`config.mk`:
```
export PLATFORM = sky130hd
export DESIGN_NAME = rst_combiner
export DESIGN_NICKNAME = d
export VERILOG_FILES = /design/src/rtl/rst_combiner_pkg.sv /design/src/rtl/rst_stretch.sv /design/src/rtl/rst_status_log.sv /design/src/rtl/rst_cfg_regs.sv /design/src/rtl/rst_combiner.sv
export SDC_FILE = /design/constraint.sdc
export NUM_CORES = 1
export LEC_CHECK = 0
export ABC_AREA = 1
export BUFFER_PORTS_ARGS = -buffer_cell sky130_fd_sc_hd__buf_4
export CELL_PAD_IN_SITES_DETAIL_PLACEMENT = 1
export CELL_PAD_IN_SITES_GLOBAL_PLACEMENT = 2
export CORE_MARGIN = 3
export CORE_UTILIZATION = 31
export CTS_CLUSTER_DIAMETER = 50
export CTS_CLUSTER_SIZE = 30
export DETAILED_ROUTE_END_ITERATION = 10
export GPL_ROUTABILITY_DRIVEN = 0
export PLACE_DENSITY = 0.74
export SYNTH_ARGS = -nofsm -noshare
export SYNTH_HDL_FRONTEND = slang
export SYNTH_SLANG_ARGS = --single-unit
```
`constraint.sdc`:
```
create_clock -name clk -period 2.2 [get_ports clk]
set_input_delay 0 -clock clk [delete_from_list [all_inputs] [get_ports clk]]
set_output_delay 0 -clock clk [all_outputs]
set_load 0.01 [all_outputs]
```
`src/rtl/rst_combiner_pkg.sv`:
```
package rst_combiner_pkg;

    localparam int LEN_W  = 8;
    localparam int DATA_W = 8;
    localparam int ADDR_W = 2;

    localparam logic [ADDR_W-1:0] ADDR_STATUS   = 2'd0;
    localparam logic [ADDR_W-1:0] ADDR_COLD_LEN = 2'd1;
    localparam logic [ADDR_W-1:0] ADDR_WARM_LEN = 2'd2;

    typedef struct packed {
        logic [1:0]       sync;
        logic [LEN_W-1:0] cnt;
        logic             done;
    } stretch_t;

    typedef struct packed {
        logic [LEN_W-1:0] cold_len;
        logic [LEN_W-1:0] warm_len;
    } cfg_t;

    function automatic logic [LEN_W-1:0] eff_len(input logic [LEN_W-1:0] v);
        return (v == '0) ? LEN_W'(1) : v;
    endfunction

endpackage

```
`src/rtl/rst_stretch.sv`:
```
module rst_stretch
    import rst_combiner_pkg::*;
(
    input  logic             clk,
    input  logic             src_act,
    input  logic [LEN_W-1:0] len,
    output logic             rst_n
);

    stretch_t st_d, st_q;

    always_comb begin
        st_d      = st_q;
        st_d.sync = {st_q.sync[0], 1'b1};
        if (!st_q.sync[1]) begin
            st_d.cnt = eff_len(len);
        end else if (!st_q.done) begin
            if (st_q.cnt <= LEN_W'(1)) begin
                st_d.done = 1'b1;
            end else begin
                st_d.cnt = st_q.cnt - LEN_W'(1);
            end
        end
    end

    always_ff @(posedge clk or posedge src_act) begin
        if (src_act) begin
            st_q <= '0;
        end else begin
            st_q <= st_d;
        end
    end

    assign rst_n = st_q.done;

endmodule

```
`src/rtl/rst_status_log.sv`:
```
module rst_status_log #(
    parameter int                     NC       = 3,
    parameter int                     NW       = 4,
    parameter logic [NC+NW-1:0]       LOG_MASK = '1
) (
    input  logic             clk,
    input  logic             por,
    input  logic [NC+NW-1:0] req,
    input  logic             clr_we,
    input  logic [NC+NW-1:0] clr_mask,
    output logic [NC+NW-1:0] status
);

    localparam int NS = NC + NW;

    typedef struct packed {
        logic [NS-1:0] s1;
        logic [NS-1:0] s2;
        logic [NS-1:0] stat;
    } log_t;

    log_t lg_d, lg_q;

    always_comb begin
        logic [NS-1:0] seen;
        lg_d    = lg_q;
        lg_d.s1 = req;
        lg_d.s2 = lg_q.s1;
        seen    = lg_q.s2 & LOG_MASK;
        if (clr_we) begin
            lg_d.stat = lg_d.stat & ~clr_mask;
        end
        if (|lg_q.s2[NC-1:0]) begin
            lg_d.stat[NS-1:NC] = '0;
        end
        lg_d.stat = lg_d.stat | seen;
    end

    always_ff @(posedge clk or posedge por) begin
        if (por) begin
            lg_q      <= '0;
            lg_q.stat <= NS'(1);
        end else begin
            lg_q <= lg_d;
        end
    end

    assign status = lg_q.stat;

endmodule

```
`src/rtl/rst_cfg_regs.sv`:
```
module rst_cfg_regs
    import rst_combiner_pkg::*;
#(
    parameter int               NS       = 7,
    parameter logic [LEN_W-1:0] COLD_DEF = 8'd4,
    parameter logic [LEN_W-1:0] WARM_DEF = 8'd2
) (
    input  logic              clk,
    input  logic              rst_n,
    input  logic              we,
    input  logic [ADDR_W-1:0] addr,
    input  logic [DATA_W-1:0] wdata,
    input  logic [NS-1:0]     status,
    output logic [DATA_W-1:0] rdata,
    output logic [LEN_W-1:0]  cold_len,
    output logic [LEN_W-1:0]  warm_len
);

    cfg_t cfg_d, cfg_q;

    always_comb begin
        cfg_d = cfg_q;
        if (we && addr == ADDR_COLD_LEN) cfg_d.cold_len = wdata[LEN_W-1:0];
        if (we && addr == ADDR_WARM_LEN) cfg_d.warm_len = wdata[LEN_W-1:0];
    end

    always_ff @(posedge clk or negedge rst_n) begin
        if (!rst_n) begin
            cfg_q.cold_len <= COLD_DEF;
            cfg_q.warm_len <= WARM_DEF;
        end else begin
            cfg_q <= cfg_d;
        end
    end

    always_comb begin
        rdata = '0;
        case (addr)
            ADDR_STATUS:   rdata[NS-1:0]    = status;
            ADDR_COLD_LEN: rdata[LEN_W-1:0] = cfg_q.cold_len;
            ADDR_WARM_LEN: rdata[LEN_W-1:0] = cfg_q.warm_len;
            default:       rdata = '0;
        endcase
    end

    assign cold_len = cfg_q.cold_len;
    assign warm_len = cfg_q.warm_len;

endmodule

```
`src/rtl/rst_combiner.sv`:
```
module rst_combiner
    import rst_combiner_pkg::*;
#(
    parameter int                   NUM_COLD = 3,
    parameter int                   NUM_WARM = 4,
    parameter logic [6:0]           LOG_MASK = 7'b0111111,
    parameter logic [LEN_W-1:0]     COLD_DEF = 8'd4,
    parameter logic [LEN_W-1:0]     WARM_DEF = 8'd2
) (
    input  logic                clk,
    input  logic [NUM_COLD-1:0] cold_req,
    input  logic [NUM_WARM-1:0] warm_req,
    input  logic                reg_we,
    input  logic [ADDR_W-1:0]   reg_addr,
    input  logic [DATA_W-1:0]   reg_wdata,
    output logic [DATA_W-1:0]   reg_rdata,
    output logic                rst_cold_n,
    output logic                rst_warm_n
);

    localparam int NS     = NUM_COLD + NUM_WARM;
    localparam int NPATH  = 2;

    logic [NS-1:0]    status_w;
    logic [LEN_W-1:0] cold_len, warm_len;
    logic [NPATH-1:0] path_src;
    logic [NPATH-1:0] path_rst_n;
    logic [LEN_W-1:0] path_len [NPATH];

    assign path_src[0] = |cold_req;
    assign path_src[1] = (|cold_req) | (|warm_req) | ~path_rst_n[0];
    assign path_len[0] = cold_len;
    assign path_len[1] = warm_len;

    for (genvar p = 0; p < NPATH; p++) begin : g_path
        rst_stretch u_stretch (
            .clk     (clk),
            .src_act (path_src[p]),
            .len     (path_len[p]),
            .rst_n   (path_rst_n[p])
        );
    end

    assign rst_cold_n = path_rst_n[0];
    assign rst_warm_n = path_rst_n[1];

    rst_status_log #(
        .NC       (NUM_COLD),
        .NW       (NUM_WARM),
        .LOG_MASK (LOG_MASK[NS-1:0])
    ) u_log (
        .clk      (clk),
        .por      (cold_req[0]),
        .req      ({warm_req, cold_req}),
        .clr_we   (reg_we && reg_addr == ADDR_STATUS),
        .clr_mask (reg_wdata[NS-1:0]),
        .status   (status_w)
    );

    rst_cfg_regs #(
        .NS       (NS),
        .COLD_DEF (COLD_DEF),
        .WARM_DEF (WARM_DEF)
    ) u_cfg (
        .clk      (clk),
        .rst_n    (rst_cold_n),
        .we       (reg_we),
        .addr     (reg_addr),
        .wdata    (reg_wdata),
        .status   (status_w),
        .rdata    (reg_rdata),
        .cold_len (cold_len),
        .warm_len (warm_len)
    );

endmodule

```
==> results.yml <==
run_status:
  status: "finished, violations left"
  violations: "hold timing"
clocking:
  cts_buffer_depth: 2
  cts_buffers: 9
  clk_pin_slew_worst_paths_ns: 0.08
  htree_levels: 3
  cts_tree: "done"
  clkLatencyLatePin_ns: 0.34
  cts.sinks: 57
  cts.repair.resized: 0
  cts-root-buf: "clkbuf_8"
synthesis:
  yosysUniqueCellTypes: 32
  synth-async-reset-ratio: 1.00
  synth_top_area_frac: 0.463
  syn_area_mm2: 0.00292
  ys.flop_type: "dfrtp_1"
  postSynthCellCount: 371
  ys_ff_latch: 57
  yosysMostFrequentCell: "nand2_1"
  synth_area_leader_cell: "dfrtp_1"
  yosys-top-cells-area: "dfrtp_1 (46%), nand2_1 (15%), inv_1 (5.9%), nand3_1 (5.7%), o21ai_0 (5.1%)"
  synth_enable_flop_cells: 0
  avgSynthCellArea_um2: 7.87
  synth_common_cells: "nand2_1 (115), dfrtp_1 (54), inv_1 (46)"
  ys_warn_count: 0
  ys_seq_area_frac: 0.490
pwr:
  p_per_area_mw_per_mm2: 979
  power_frac_clock: 0.260
  p_int_mw: 2.07
  swShare: 0.408
  leakagePower_nw: 1.81
  p_sw_mw: 1.43
  combPwrFrac: 0.331
  vdd_drop_max_mv: 0.348
  seq_power_share: 0.409
sta:
  setup_tns_ns: 0
  slew_headroom: 0.536
  period_share: 0.730
  whs_ns: -0.00529
  worstMarginPinSlew_ns: 0.694
  finalSetupViolations: 0
  maxSlewViolCount: 0
  rsz0062_at_grt: "false"
  max_freq_ghz: 0.623
  layout_min_cycle_time_ns: 1.61
  finalHoldViolCount: 9
  fin_ws_ns: 0.595
  finClkSkew_ns: 0.00803
critical_path:
  cp-start-kind: "flip-flop"
  r2r_start: "g_path[1].u_stretch.st_q[1]"
  arrival_ns: 1.83
  critPathRequiredTime_ns: 2.43
  path_class: "flip-flop to flip-flop"
  crit_path_end_kind: "flip-flop"
  crit_fanout: 6
  rrSetupSlack_ns: 0.59
  critical_path.reg2reg.endpoint: "g_path[1].u_stretch.st_q[2]"
  worst-r2r-cell-count: 11
hold_path:
  hold_path.class: "input pin to asynchronous set/reset pin"
detailed_routing:
  remaining_drc_errors: 0
  drt_iter0_markers: 48
  finalWirelength_mm: 7.97
  viasPerCell: 4.75
  num_vias: 2534
  dr.pass1.iters: 4
  wl_per_cell_um: 15.0
  antenna_left: 0
run:
  cap_violations: 0
grt:
  grt_max_degree: 20
  grt_first_pass_wirelength_mm: 14.0
  grt_pass1_vias: 2788
  antenna_found_initial: 0
  grt.overflow.total: 0
  grt_usage: 0.171
floorplan:
  core_area_mm2: 0.00893
  fp.dieH_um: 103
  start_util: 0.327
  ios: 29
  num_rows: 34
  die-area_mm2: 0.0106
  die_w_um: 103
final_layout:
  syn_to_final_growth_pct: 22.5
  fin_nets: 447
  drive_above_1_share: 0.186
  num_antenna_cells: 0
place:
  hpwl_mm: 6.29
  port_buffers: 28
  dp_slack_ns: 0.595
## per-stage QoR
step	hold WS (ns)	util	total power, mW	std cells	area (µm²)
after global routing	0.0188	0.400	3.81	533	3580
after detailed placement	0.122	0.365	2.61	504	3260
after floorplan	-0.0496	-	2.24	372	2920
after global placement	0.120	0.365	2.57	504	3260
final	-0.00529	0.400	3.50	533	3580
after CTS	0.00720	0.400	3.57	533	3580
## sequential cells by signal, indices dropped and copies added, names as in the netlist
signal	flops
u_cfg.warm_len	8
u_log.status	7
g_path.u_stretch.rst_n	2
g_path.u_stretch.st_d	2
g_path.u_stretch.st_q	18
u_log.lg_d	6
u_log.lg_q	6
u_cfg.cold_len	8
## worst max path at each step
stage	startpoint	endpoint	depth (start not counted)	slack (ns)
floorplan	g_path[0].u_stretch.rst_n	g_path[1].u_stretch.rst_n	4	0.14
global placement	g_path[1].u_stretch.st_q[1]	g_path[1].u_stretch.st_q[2]	11	0.67
detailed placement	g_path[1].u_stretch.st_q[1]	g_path[1].u_stretch.st_q[2]	11	0.60
CTS	g_path[1].u_stretch.st_q[1]	g_path[1].u_stretch.st_q[2]	11	0.58
global route	g_path[1].u_stretch.st_q[1]	g_path[1].u_stretch.st_q[3]	11	0.43
finish	g_path[1].u_stretch.st_q[1]	g_path[1].u_stretch.st_q[2]	11	0.59
## repair_timing
item / in CTS / in global routing
hold buffers: 13 / 0
hold endpoints to repair: 58 / 0
buffers inserted: 0 / 0
## area by class of cell
cell class / count / area, µm²
multi-input combinational: 251 / 1250
tap: 108 / 135
sequential: 57 / 1430
inverter: 57 / 216
timing repair buffer: 44 / 363
clock inverter: 7 / 62.6
clock buffer: 9 / 124
fill: 1109 / 5360
## power by group through the flow
stage | sequential [mW] | combinational [mW] | clock [mW]
2_1_floorplan | 1.42 | 0.820 | 0
3_3_place_gp | 1.45 | 1.12 | 0
3_5_place_dp | 1.45 | 1.16 | 0
4_1_cts | 1.43 | 1.18 | 0.952
5_1_grt | 1.46 | 1.34 | 1.00
6_report | 1.43 | 1.16 | 0.912
## cells by family after synthesis
group                    after synthesis  synth area share
AO/OA/AOI/OAI                         46            0.0874
XOR/XNOR                               1           0.00300
adder cells (fa/ha/maj)                8            0.0343
buffers and inverters                 64            0.0865
flip-flops                            57             0.490
other                                  1           0.00128
AND/OR/NAND/NOR                      194             0.298
## routing by layer
metal	GRT usage	routed length, µm
met1	0.234	3850
met2	0.277	3830
met3	0.0345	205
met4	0.0448	77
met5	0	0
## cell usage in the layout, fill, tap and decap left out, drive strengths merged
cell	synthesis	final
a21boi	1	1
a21oi	4	4
buf	6	31
clkbuf	1	9
clkinv	1	4
clkinvlp	0	1
conb	1	2
dfrtp	54	54
dfstp	3	3
dlygate4sd3	0	13
ha	8	8
inv	56	59
nand2	121	121
nand3	34	34
nand3b	1	1
nand4	5	5
nor2	30	30
nor3	3	3
o21ai	36	36
o21bai	4	4
o22ai	1	1
xnor2	1	1
## critical path: stages, from the launching register on
cell and delay (ns):
dfrtp_1 0.40, inv_1 0.13, ha_1 0.23, inv_1 0.07, nand2_1 0.08, nand2_2 0.06, nor2_4 0.14, inv_4 0.08
nand2_8 0.07, nand2_4 0.07, nand2_1 0.10, o21ai_2 0.05
No activity file was read; power rests on OpenSTA's default activity.
